--- src/rtl/offset_prog_pkg.sv ---
package offset_prog_pkg;

    // Pointer into the threshold pieces: which register, which piece
    typedef struct packed {
        logic       reg_sel;   // 0 = empty threshold, 1 = full threshold
        logic [1:0] piece;
    } ptr_t;

    // Validity tracker state for one threshold register
    typedef struct packed {
        logic       valid;
        logic [3:0] cnt;
    } vld_t;

endpackage

--- src/rtl/offset_prog_ptr.sv ---
module offset_prog_ptr
    import offset_prog_pkg::*;
#(
    parameter int LAST_B = 2,
    parameter int LAST_W = 1
) (
    input  logic clk,
    input  logic rst_n,
    input  logic step,
    input  logic byte_mode,
    output ptr_t ptr
);

    ptr_t ptr_d, ptr_q;
    logic [1:0] last;

    always_comb begin
        last  = byte_mode ? 2'(LAST_B) : 2'(LAST_W);
        ptr_d = ptr_q;
        if (step) begin
            if (ptr_q.piece >= last) begin
                ptr_d.piece   = 2'd0;
                ptr_d.reg_sel = ~ptr_q.reg_sel;
            end else begin
                ptr_d.piece = ptr_q.piece + 2'd1;
            end
        end
    end

    always_ff @(posedge clk or negedge rst_n) begin
        if (!rst_n) ptr_q <= '0;
        else        ptr_q <= ptr_d;
    end

    assign ptr = ptr_q;

endmodule

--- src/rtl/offset_prog_vld.sv ---
module offset_prog_vld
    import offset_prog_pkg::*;
#(
    parameter int DLY = 2
) (
    input  logic clk,
    input  logic rst_n,
    input  logic wr_piece,
    input  logic wr_last,
    output logic valid
);

    vld_t st_d, st_q;

    always_comb begin
        st_d = st_q;
        if (wr_piece) begin
            st_d.valid = 1'b0;
            st_d.cnt   = wr_last ? 4'(DLY) : 4'd0;
        end else if (st_q.cnt != 4'd0) begin
            st_d.cnt = st_q.cnt - 4'd1;
            if (st_q.cnt == 4'd1) st_d.valid = 1'b1;
        end
    end

    always_ff @(posedge clk or negedge rst_n) begin
        if (!rst_n) st_q <= '{valid: 1'b1, cnt: 4'd0};
        else        st_q <= st_d;
    end

    assign valid = st_q.valid;

endmodule

--- src/rtl/offset_prog_seq.sv ---
module offset_prog_seq
    import offset_prog_pkg::*;
#(
    parameter int              DATA_W    = 16,
    parameter int              BYTE_W    = 8,
    parameter int              OFS_W     = 24,
    parameter int              VLD_DLY   = 2,
    parameter logic [OFS_W-1:0] DEF_EMPTY = 24'h030007,
    parameter logic [OFS_W-1:0] DEF_FULL  = 24'h050009
) (
    input  logic              clk,
    input  logic              rst_n,
    input  logic              prst_n,
    input  logic              byte_mode,
    input  logic              ld_n,
    input  logic              wen_n,
    input  logic              ren_n,
    input  logic [DATA_W-1:0] din,
    output logic              wr_to_mem,
    output logic              rd_from_mem,
    output logic              wr_to_ofs,
    output logic [DATA_W-1:0] dout,
    output logic              dout_valid,
    output logic [OFS_W-1:0]  empty_ofs,
    output logic [OFS_W-1:0]  full_ofs,
    output logic              aempty_valid,
    output logic              afull_valid,
    output logic              err_b2b,
    output logic              err_collide
);

    localparam int LAST_B = (OFS_W + BYTE_W - 1) / BYTE_W - 1;
    localparam int LAST_W = (OFS_W + DATA_W - 1) / DATA_W - 1;

    typedef struct packed {
        logic [OFS_W-1:0]  empty_ofs;
        logic [OFS_W-1:0]  full_ofs;
        logic [DATA_W-1:0] dout;
        logic              dout_valid;
        logic              rd_prev;
        logic              err_b2b;
        logic              err_col;
    } st_t;

    st_t  st_d, st_q;
    ptr_t wptr, rptr;
    logic ofs_wr, rd_try, rd_ok;
    logic [1:0] last_piece;
    logic [1:0] wr_hit;
    logic [1:0] wr_is_last;

    // Insert one data piece into a threshold register
    function automatic logic [OFS_W-1:0] put_piece(
        input logic [OFS_W-1:0]  cur,
        input logic [1:0]        pc,
        input logic              bm,
        input logic [DATA_W-1:0] d
    );
        logic [OFS_W-1:0] r;
        r = cur;
        for (int i = 0; i < OFS_W; i++) begin
            if (bm) begin
                if ((i / BYTE_W) == int'(pc)) r[i] = d[i % BYTE_W];
            end else begin
                if ((i / DATA_W) == int'(pc)) r[i] = d[i % DATA_W];
            end
        end
        return r;
    endfunction

    // Extract one piece of a threshold register, zero-extended
    function automatic logic [DATA_W-1:0] get_piece(
        input logic [OFS_W-1:0] cur,
        input logic [1:0]       pc,
        input logic             bm
    );
        logic [DATA_W-1:0] o;
        int idx;
        o = '0;
        for (int j = 0; j < DATA_W; j++) begin
            if (bm) idx = int'(pc) * BYTE_W + j;
            else    idx = int'(pc) * DATA_W + j;
            if ((!bm || j < BYTE_W) && idx < OFS_W) o[j] = cur[idx];
        end
        return o;
    endfunction

    // Access steering
    always_comb begin
        ofs_wr     = !ld_n && !wen_n;
        rd_try     = !ld_n && !ren_n;
        rd_ok      = rd_try && !st_q.rd_prev && !ofs_wr;
        last_piece = byte_mode ? 2'(LAST_B) : 2'(LAST_W);
    end

    // Next-state computation
    always_comb begin
        st_d = st_q;
        st_d.rd_prev    = rd_try;
        st_d.dout_valid = rd_ok;
        if (ofs_wr) begin
            if (!wptr.reg_sel)
                st_d.empty_ofs = put_piece(st_q.empty_ofs, wptr.piece, byte_mode, din);
            else
                st_d.full_ofs  = put_piece(st_q.full_ofs, wptr.piece, byte_mode, din);
        end
        if (rd_ok) begin
            st_d.dout = get_piece(rptr.reg_sel ? st_q.full_ofs : st_q.empty_ofs,
                                  rptr.piece, byte_mode);
        end
        if (rd_try && st_q.rd_prev) st_d.err_b2b = 1'b1;
        if (rd_try && ofs_wr)       st_d.err_col = 1'b1;
        if (!prst_n) begin
            st_d.err_b2b    = 1'b0;
            st_d.err_col    = 1'b0;
            st_d.dout_valid = 1'b0;
        end
    end

    always_ff @(posedge clk or negedge rst_n) begin
        if (!rst_n) begin
            st_q <= '{empty_ofs: DEF_EMPTY, full_ofs: DEF_FULL, dout: '0,
                      dout_valid: 1'b0, rd_prev: 1'b0, err_b2b: 1'b0, err_col: 1'b0};
        end else begin
            st_q <= st_d;
        end
    end

    offset_prog_ptr #(.LAST_B(LAST_B), .LAST_W(LAST_W)) u_wptr (
        .clk(clk), .rst_n(rst_n), .step(ofs_wr), .byte_mode(byte_mode), .ptr(wptr)
    );

    offset_prog_ptr #(.LAST_B(LAST_B), .LAST_W(LAST_W)) u_rptr (
        .clk(clk), .rst_n(rst_n), .step(rd_ok), .byte_mode(byte_mode), .ptr(rptr)
    );

    // One validity tracker per threshold register
    logic [1:0] vld_out;
    for (genvar g = 0; g < 2; g++) begin : g_vld
        assign wr_hit[g]     = ofs_wr && (wptr.reg_sel == 1'(g));
        assign wr_is_last[g] = (wptr.piece >= last_piece);
        offset_prog_vld #(.DLY(VLD_DLY)) u_vld (
            .clk(clk), .rst_n(rst_n), .wr_piece(wr_hit[g]),
            .wr_last(wr_is_last[g]), .valid(vld_out[g])
        );
    end

    assign wr_to_mem    = ld_n && !wen_n;
    assign rd_from_mem  = ld_n && !ren_n;
    assign wr_to_ofs    = ofs_wr;
    assign dout         = st_q.dout;
    assign dout_valid   = st_q.dout_valid;
    assign empty_ofs    = st_q.empty_ofs;
    assign full_ofs     = st_q.full_ofs;
    assign aempty_valid = vld_out[0];
    assign afull_valid  = vld_out[1];
    assign err_b2b      = st_q.err_b2b;
    assign err_collide  = st_q.err_col;

endmodule

--- config.mk ---
export PLATFORM = sky130hd
export DESIGN_NAME = offset_prog_seq
export DESIGN_NICKNAME = d
export VERILOG_FILES = /design/src/rtl/offset_prog_pkg.sv /design/src/rtl/offset_prog_ptr.sv /design/src/rtl/offset_prog_vld.sv /design/src/rtl/offset_prog_seq.sv
export SDC_FILE = /design/constraint.sdc
export NUM_CORES = 1
export LEC_CHECK = 0
export ABC_CLOCK_PERIOD_IN_PS = 2300
export BUFFER_PORTS_ARGS = -buffer_cell sky130_fd_sc_hd__buf_2
export CELL_PAD_IN_SITES_DETAIL_PLACEMENT = 0
export CELL_PAD_IN_SITES_GLOBAL_PLACEMENT = 2
export CORE_ASPECT_RATIO = 0.9
export CORE_MARGIN = 3
export CORE_UTILIZATION = 31
export DETAILED_ROUTE_END_ITERATION = 7
export GPL_ROUTABILITY_DRIVEN = 0
export PLACE_DENSITY_LB_ADDON = 0.1
export REMOVE_ABC_BUFFERS = 1
export SYNTH_ARGS = -nofsm -noshare
export SYNTH_HDL_FRONTEND = slang
export SYNTH_SLANG_ARGS = --single-unit
--- constraint.sdc ---
create_clock -name clk -period 2.3 [get_ports clk]
set_input_delay 0.46 -clock clk [delete_from_list [all_inputs] [get_ports clk]]
set_output_delay 0.46 -clock clk [all_outputs]
set_load 0.02 [all_outputs]
Word-level counts from Yosys, hierarchy flattened
Index checks and enable logic that the tools add are counted.

operators by class
  add/subtract/negate cells = 34
  $lt $le $gt $ge = 34
  equality and inequality tests = 8
  multiplexer cells = 151
  bitwise gates (word level) = 2
  reduce and logical (&&, ||, !) cells = 43

operators with widths
  operator               number
  $lt A32 B6 Y1 const B  16
  $lt A32 B7 Y1 const B  16
  $mux W32               16
  $mux W7                15
  $mux W1                93
  $bmux W1 S5            16
  $add A6 B4 Y7 const B  8
  $add A5 B4 Y6 const B  8
  $add A6 B3 Y7 const B  4
  $add A5 B3 Y6 const B  4
  $mux W24               1
  $mux W5                4
  $logic_and A1 B1 Y1    18
  $reduce_and A4 Y1      4
  $add A6 B2 Y7 const B  2
  $add A5 B2 Y6 const B  2
  $reduce_bool A2 Y1     6
  $mux W2                5
  $eq A4 B1 Y1 const B   2
  $ne A2 B1 Y1 const B   4
  $reduce_and A2 Y1      4
  $reduce_bool A4 Y1     2
  $sub A4 B1 Y4 const B  2
  $add A6 B1 Y7 const B  1
  9 further kinds        19

storage, ports and cells
  bits in registers = 84
  input bits = 23
  output and inout port bits = 72
  word-level logic and storage cells = 291

Logic depth before layout (Yosys ltp)
Gate-level depths: netlist of run 1.

  depth in word-level cells = 9
  depth in mapped cells = 8
  depth with buffers taken out = 6

By module
From an unflattened synthesis of run 1, not the netlist that was laid out.

second synthesis, totals
  cells, all modules = 417
  area, all modules = 4546.9 sq um

by module, submodules not included
  module           instances  cells each  area an instance (sq um)  seq. area each (sq um)
  offset_prog_seq  1          333         3643.5                    1712.9
  offset_prog_vld  2          25          272.8                     126.4
  offset_prog_ptr  2          17          178.9                     75.1

Worst setup path after synthesis of run 1
Ideal clock, no wire load.

  path type = input port to flip-flop
  start = in byte_mode
  end = reg u_wptr.ptr_q, in the netlist u_wptr.ptr[2]
  library setup time = 0.132 ns
  arrival time = 1.849 ns
  required time = 2.168 ns
  slack = 0.319 ns
  cell stages on the path = 8
  path buffers = 2
  cells stage by stage = buf_4 buf_2 inv_1 ha_1 nand2b_1 a21oi_1 nor3_1 xor2_1

on the way
  longest elaborated chain between the ends = 3

ends and longest elaborated chain
  element                      RTL line               RTL
  start: declaration           offset_prog_seq.sv:14  input logic byte_mode,
  $mux W2                      offset_prog_ptr.sv:18  last = byte_mode ? 2'(LAST_B) : 2'(LAST_W);
  $ge A2 B2 Y1                 offset_prog_ptr.sv:21  if (ptr_q.piece >= last) begin
  $reduce_and A2 Y1 (no line)  --
  end signal: assignment       offset_prog_ptr.sv:32  else ptr_q <= ptr_d;
  end: declaration             offset_prog_ptr.sv:14  ptr_t ptr_d, ptr_q;

No other way between the ends.
A chain may end at the register's enable or synchronous reset.

Worst setup path in the final report of run 1
  start = reg u_wptr.ptr_q, in the netlist u_wptr.ptr[0]
  end = reg st_q, in the netlist full_ofs[11]

on the way
  longest elaborated chain between the ends = 3
  elaborated cells on any way between the ends = 5
  classes of those cells = eq/ne (2); reduce/logical (3)

ends and longest elaborated chain
  element                                                              RTL line                                      RTL
  $eq A2 B2 Y1 / $logic_not A2 Y1 (equally long branches)              offset_prog_seq.sv:63, offset_prog_seq.sv:65
  $ne A2 B1 Y1 (no line) / $reduce_bool A2 Y1 (equally long branches)  --
  $reduce_and A4 Y1 (no line) (*)                                      --
  end signal: assignment                                               offset_prog_seq.sv:122                        st_q <= '{empty_ofs: DEF_EMPTY, full_ofs: DEF_FULL, dout: '0,
  end signal: assignment                                               offset_prog_seq.sv:125                        st_q <= st_d;
  end: declaration                                                     offset_prog_seq.sv:45                         st_t st_d, st_q;

Mark *: on every way between the ends. The rest lies on a longest branch, timed or not.

==> impl_metrics.json, run 1 <==
{
  "cts_tree": "built",
  "clock_path_buffers": 2,
  "yosysTopAreaCellShare": 0.378,
  "overflow": 0,
  "ir_worst_vdd_uv": 498,
  "drv_slew": 0,
  "max_stage_delay_ns": 0.46,
  "min_period_ns": 1.78,
  "drt_iter0_drc": 181,
  "grt_pass1_wl_mm": 19.6,
  "ant_nets": 0,
  "synthFlopType": "dfrtp_1",
  "grt.busiest_layer": "met1",
  "die_w_um": 138,
  "placementRows": 42,
  "setup_tns_ns": 0,
  "holdBufCountCts": 0,
  "cts.htree.levels": 3,
  "cts.reportedPaths.clkPinSlew_ns": 0.06,
  "clockPowerShare": 0.174,
  "wl_mm": 12.6,
  "power_density_nw_per_um2": 1550,
  "clock_latency_ns": 0.34,
  "p_int_w": 0.00495,
  "ios": 95,
  "netlist.top_cell.by_area": "dfrtp_1",
  "worst_pin_slew_ns": 0.612,
  "dr.pass1.iters": 4,
  "post-dp-hpwl_mm": 9.10,
  "rsz0062_at_grt": "false",
  "synthArstFlopShare": 1.00,
  "core-area_um2": 15000,
  "crit_required_ns": 2.50,
  "via_count": 3250,
  "relSlewSlack": 0.591,
  "fp.dieH_um": 124,
  "yosysUniqueCellTypes": 37,
  "wl_per_cell_um": 18.6,
  "synth_seq_area_share": 0.438,
  "maxCapViolCount": 0,
  "netlist_area_um2": 4830,
  "critPathKind": "register to register",
  "crit_chain": "inv_1 > ha_1 > mux2_2 > nand2_1 > o21ai_0",
  "crit_fanout": 16,
  "cts_setup_buffers": 0,
  "status": "finished, final reports clean",
  "cp-start-kind": "register",
  "timing.final.crit_share": 0.775,
  "cts_resized": 0,
  "finalHoldViolations": 0,
  "use_met2": 0.224,
  "ys_ff_latch": 84,
  "hp-class": "input pin to async pin",
  "cp.arrival_ns": 1.98,
  "avgViaCountPerCell": 4.77,
  "numCtsBuffers": 9,
  "start_util": 0.323,
  "pre_cts_slack_ns": 0.224,
  "use_met1": 0.224,
  "synthCells": 437,
  "crit_path_top_delay_cell": "nand2_1",
  "power_switching_share": 0.414,
  "power_frac_comb": 0.479,
  "yosys_warnings": 0,
  "seqPwrFrac": 0.347,
  "use_met3": 0.0432,
  "synth.area.top_cells": "dfrtp_1, buf_4, mux2_2",
  "fin_nets": 519,
  "rr_startpoint": "u_wptr.ptr[0]$_DFFE_PN0P_",
  "clock-skew-final_ns": 0.00486,
  "setup_viol": 0,
  "timing.critical_path.from": "u_wptr.ptr[0]$_DFFE_PN0P_",
  "syn_area_per_cell_um2": 11.1,
  "cp-end-kind": "register",
  "max_freq_mhz": 561,
  "cts_sinks": 84,
  "p_sw_w": 0.00349,
  "drc": 0,
  "grt_use_total": 0.154,
  "antenna_found_initial": 0,
  "grt_max_degree": 49,
  "setup_ws_ns": 0.518,
  "grt_pass1_vias": 3235,
  "p_leak_nw": 2.51,
  "nFillCells": 1522,
  "io_buffers": 94,
  "die_area_um2": 17100,
  "syn2layout_area_growth_pct": 12.8,
  "cts_root_buffer": "clkbuf_16",
  "num_antenna_cells": 0,
  "synth_edf_count": 0,
  "drive_above_1_share": 0.422
}
cell usage in the layout, fill, tap and decap left out, drive strengths merged:
| master | Yosys | layout |
|---|---|---|
| nand3 | 10 | 10 |
| o21ai | 20 | 20 |
| clkinv | 0 | 1 |
| nand4b | 1 | 1 |
| dfstp | 11 | 11 |
| mux4 | 16 | 16 |
| bufinv | 0 | 1 |
| nand2 | 40 | 40 |
| o21a | 8 | 8 |
| clkbuf | 7 | 13 |
| xor2 | 2 | 2 |
| and2 | 2 | 2 |
| nor4b | 1 | 1 |
| buf | 78 | 116 |
| a211oi | 2 | 2 |
| nand2b | 9 | 9 |
| a31oi | 2 | 2 |
| nor3b | 3 | 3 |
| ha | 17 | 17 |
| a21oi | 22 | 22 |
| inv | 10 | 10 |
| nand4 | 7 | 7 |
| nor4 | 1 | 1 |
| mux2i | 13 | 13 |
| nor2b | 5 | 5 |
| xnor2 | 4 | 4 |
| and3 | 1 | 1 |
| mux2 | 40 | 40 |
| dfrtp | 73 | 73 |
| or4b | 1 | 1 |
| nor3 | 9 | 9 |
| nor2 | 22 | 22 |
logic make-up after synthesis:
| family | synth area share |
|---|---|
| compound gates | 0.0616 |
| xor+xnor | 0.0109 |
| mux | 0.195 |
| flops | 0.438 |
| fa+ha+maj | 0.0440 |
| buf+inv | 0.130 |
| simple gates | 0.121 |
power by group through the flow:
stage	combinational [W]	sequential (W)	clock [W]
6_report	0.00404	0.00293	0.00147
5_1_grt	0.00444	0.00304	0.00158
4_1_cts	0.00410	0.00294	0.00152
3_5_place_dp	0.00408	0.00296	0
3_3_place_gp	0.00409	0.00294	0
2_1_floorplan	0.00192	0.00355	0
stage by stage:
| step | util | std cells | hold WS (ns) | power, W | area, µm² |
|---|---|---|---|---|---|
| after global routing | 0.364 | 681 | 0.115 | 0.00906 | 5460 |
| after floorplan | - | 352 | 0.164 | 0.00547 | 4240 |
| after global placement | 0.345 | 666 | 0.469 | 0.00703 | 5160 |
| final | 0.364 | 681 | 0.0800 | 0.00845 | 5460 |
| after CTS | 0.364 | 681 | 0.0940 | 0.00857 | 5460 |
| after detailed placement | 0.345 | 666 | 0.468 | 0.00703 | 5160 |
final cells by class:
cell class / count / area, µm² / area share
clock buffers: 13 / 260 / 0.0477
clock inverters: 2 / 35.0 / 0.00642
flip-flops and latches: 84 / 2120 / 0.388
repair buffers: 116 / 663 / 0.122
multi-input cells: 258 / 2100 / 0.384
well taps: 198 / 248 / 0.0454
inverters: 10 / 37.5 / 0.00688
metal layers:
layer / wire [µm] / vias up
met5: 0 / -
met4: 153 / 0
met3: 664 / 9
met2: 5660 / 86
met1: 6150 / 1618
li1: - / 1537
worst paths after layout:
path	slack [ns]	endpoint	cells past startpoint
max reg2reg	0.52	full_ofs[11]$_DFFE_PN0P_	5
max	0.52	full_ofs[11]$_DFFE_PN0P_	5
min reg2reg	0.49	err_collide$_DFFE_PN0P_	1
min	0.08	g_vld[0].u_vld.st_q[0]$_DFFE_PN0P_	1
min in group clk	0.36	err_collide$_DFFE_PN0P_	2
max in group asynchronous	1.51	full_ofs[3]$_DFFE_PN1P_	2
worst max-delay path: cells and delay by family, from the launching register on:
family	cells	cell delay, ns
adder cells (fa/ha/maj)	1	0.25
flip-flops	1	0.35
AO/OA/AOI/OAI	1	0.19
buffers and inverters	1	0.11
AND/OR/NAND/NOR	1	0.46
multiplexers	1	0.27
sequential cells by signal, summed over array words and instances, names as in the netlist:
register	cells
err_collide	1
g_vld.u_vld.st_q	8
err_b2b	1
dout_valid	1
g_vld.u_vld.valid	2
full_ofs	24
u_wptr.ptr	3
empty_ofs	24
u_rptr.ptr	3
dout	16
st_q	1
synth_stat cells (2+ instances only):
master	instances
mux4_2	16
nand2_1	40
nor3_4	2
dfrtp_1	73
o21ai_0	19
nor2b_1	5
buf_2	8
mux2i_1	13
a211oi_1	2
nor2_2	2
nor3_1	7
xor2_1	2
dfstp_2	11
o21a_1	8
nor3b_1	2
nand2b_1	9
nor2_1	20
mux2_2	40
buf_4	68
nand3_1	10
clkbuf_1	7
nand4_1	7
a31oi_1	2
ha_1	17
and2_1	2
a21oi_1	22
inv_1	10
xnor2_1	4
Power figures use the tool's default switching activity.
==> run 2: changes to the inputs <==
--- a/config.mk
+++ b/config.mk
@@ -5,7 +5,7 @@
 export SDC_FILE = /design/constraint.sdc
 export NUM_CORES = 1
 export LEC_CHECK = 0
-export ABC_CLOCK_PERIOD_IN_PS = 2300
+export ABC_CLOCK_PERIOD_IN_PS = 1710
 export BUFFER_PORTS_ARGS = -buffer_cell sky130_fd_sc_hd__buf_2
 export CELL_PAD_IN_SITES_DETAIL_PLACEMENT = 0
 export CELL_PAD_IN_SITES_GLOBAL_PLACEMENT = 2
==> constraint.sdc (replaced) <==
create_clock -name clk -period 1.71 [get_ports clk]
set_input_delay 0.342 -clock clk [delete_from_list [all_inputs] [get_ports clk]]
set_output_delay 0.342 -clock clk [all_outputs]
set_load 0.02 [all_outputs]
==> run 2 against run 1 <==
Clock-buffer cell count is 1 higher. Final area is 5.6% higher. Utilization is 2.0 points higher. Total power is 38% higher. Critical path type unchanged. Critical endpoint is now dout[7]$_DFFE_PN0P_. Largest power group unchanged.
==> impl_metrics.json, run 2 (synthesis gave the netlist of run 1 again) <==
{
  "dr_wl_met2_mm": 5.67,
  "r2r_cells": 5,
  "cts_tree": "built",
  "nFillCells": 1490,
  "grt_max_degree": 38,
  "avgViaCountPerCell": 4.66,
  "setup_viol": 0,
  "mostFrequentLayoutCell": "buf_2",
  "fin_cells": 710,
  "critPathKind": "register to register",
  "finalHoldViolations": 0,
  "crit_required_ns": 1.93,
  "status": "finished, final reports clean",
  "rr_startpoint": "u_rptr.ptr[2]$_DFFE_PN0P_",
  "antenna_found_initial": 0,
  "p_leak_nw": 2.67,
  "num_antenna_cells": 0,
  "cp-start-kind": "register",
  "syn2layout_area_growth_pct": 19.2,
  "relSlewSlack": 0.528,
  "numCtsBuffers": 9,
  "cts_sinks": 84,
  "wl_met3_um": 607,
  "overflow": 0,
  "placed_cells": 691,
  "clock-skew-final_ns": 0.00370,
  "ir_worst_vdd_uv": 1110,
  "top_layer": "met4",
  "cts.htree.levels": 3,
  "rsz0062_at_grt": "false",
  "reg2reg_to": "dout[7]$_DFFE_PN0P_",
  "min_period_ns": 1.61,
  "grt_pass1_vias": 3327,
  "wl_met1_mm": 6.45,
  "dr.pass1.iters": 4,
  "io_buffers": 94,
  "ios": 95,
  "clock_latency_ns": 0.34,
  "wl_mm": 12.9,
  "multi_input_area_um2": 2100,
  "die_w_um": 138,
  "drive_above_1_share": 0.459,
  "drt_iter0_drc": 129,
  "max_freq_mhz": 621,
  "endpoint": "dout[7]$_DFFE_PN0P_",
  "timing.critical_path.from": "u_rptr.ptr[2]$_DFFE_PN0P_",
  "maxCapViolCount": 0,
  "rrSetupSlack_ns": 0.1,
  "wl_per_cell_um": 18.1,
  "die_area_um2": 17100,
  "placementRows": 42,
  "layout.cells.most_common_list": "buf_2, dfrtp_1, mux2_2, nand2_1, buf_4",
  "ant_nets": 0,
  "fp.dieH_um": 124,
  "cts.reportedPaths.clkPinSlew_ns": 0.06,
  "seqCellArea_um2": 2120,
  "crit_fanout": 10,
  "post-dp-hpwl_mm": 9.87,
  "fin_hold_ws_ns": 0.239,
  "drv_slew": 0,
  "timing.final.crit_share": 0.942,
  "worst_pin_slew_ns": 0.703,
  "start_util": 0.323,
  "fin_nets": 547,
  "grt_use_total": 0.157,
  "drc": 0,
  "cts_root_buffer": "clkbuf_16",
  "cp.arrival_ns": 1.83,
  "power_density_nw_per_um2": 2020,
  "hp-class": "input pin to register",
  "clock_path_buffers": 2,
  "core-area_um2": 15000,
  "cp-end-kind": "register",
  "grt_pass1_wl_mm": 20.2,
  "via_count": 3311
}
run 2: cell count changes in the layout (fill, tap and decap cells not counted), sizes merged:
| cell | change |
|---|---|
| clkbuf | +1 |
| dlygate4sd3 | +1 |
| buf | +27 |
run 2: final cells by class:
type	count	share of cell area
clock buffers	14	0.0441
well taps	198	0.0430
inverters	10	0.00651
flip-flops and latches	84	0.367
multi-input cells	258	0.365
clock inverters	2	0.00608
repair buffers	144	0.168
run 2: repair_timing:
action	CTS	global route
resized for setup	1	5
setup endpoints to repair	3	16
setup buffers	0	2
endpoints found under the hold margin	16	0
hold buffers	1	0
run 2: per-stage QoR:
step,instance area (µm²),setup WS (ns),setup TNS (ns),util,total power (W)
6_report,5760,0.0990,0,0.385,0.0116
5_1_grt,5760,0.00548,0,0.385,0.0125
4_1_cts,5730,0.0154,0,0.383,0.0118
3_5_place_dp,5440,-0.0312,-0.0867,0.363,0.00973
2_1_floorplan,4240,-0.820,-9.68,-,0.00736
3_3_place_gp,5440,0.0107,0,0.363,0.00972
run 2: worst min path at each step:
stage / from / cells after the start / slack, ns / to
after CTS: prst_n / 2 / 0.22 / err_collide$_DFFE_PN0P_
after detailed placement: rst_n / 1 / 0.26 / g_vld[0].u_vld.st_q[2]$_DFFE_PN0P_
final: prst_n / 2 / 0.24 / err_collide$_DFFE_PN0P_
after global placement: rst_n / 1 / 0.26 / g_vld[0].u_vld.st_q[0]$_DFFE_PN0P_
after floorplan: rst_n / 0 / 0.05 / dout[0]$_DFFE_PN0P_
after global routing: prst_n / 2 / 0.25 / dout_valid$_DFF_PN0_
run 2: report_power, final:
group	internal (W)	total [W]	leakage, nW	switching (W)
Sequential	0.00302	0.00392	1.01	0.000894
Clock	0.00117	0.00197	0.141	0.000797
Combinational	0.00270	0.00576	1.52	0.00306
run 2: layer usage:
| metal | track usage | vias to the layer above |
|---|---|---|
| li1 | - | 1597 |
| met1 | 0.234 | 1623 |
| met2 | 0.227 | 82 |
| met3 | 0.0380 | 9 |
| met4 | 0.0405 | 0 |
| met5 | 0 | - |
run 2: worst max-delay path: stages, from the launching register on:
cell and delay (ns):
dfrtp_1 0.45, buf_12 0.17, mux4_2 0.50, a21oi_1 0.16, buf_4 0.14, a21oi_1 0.06
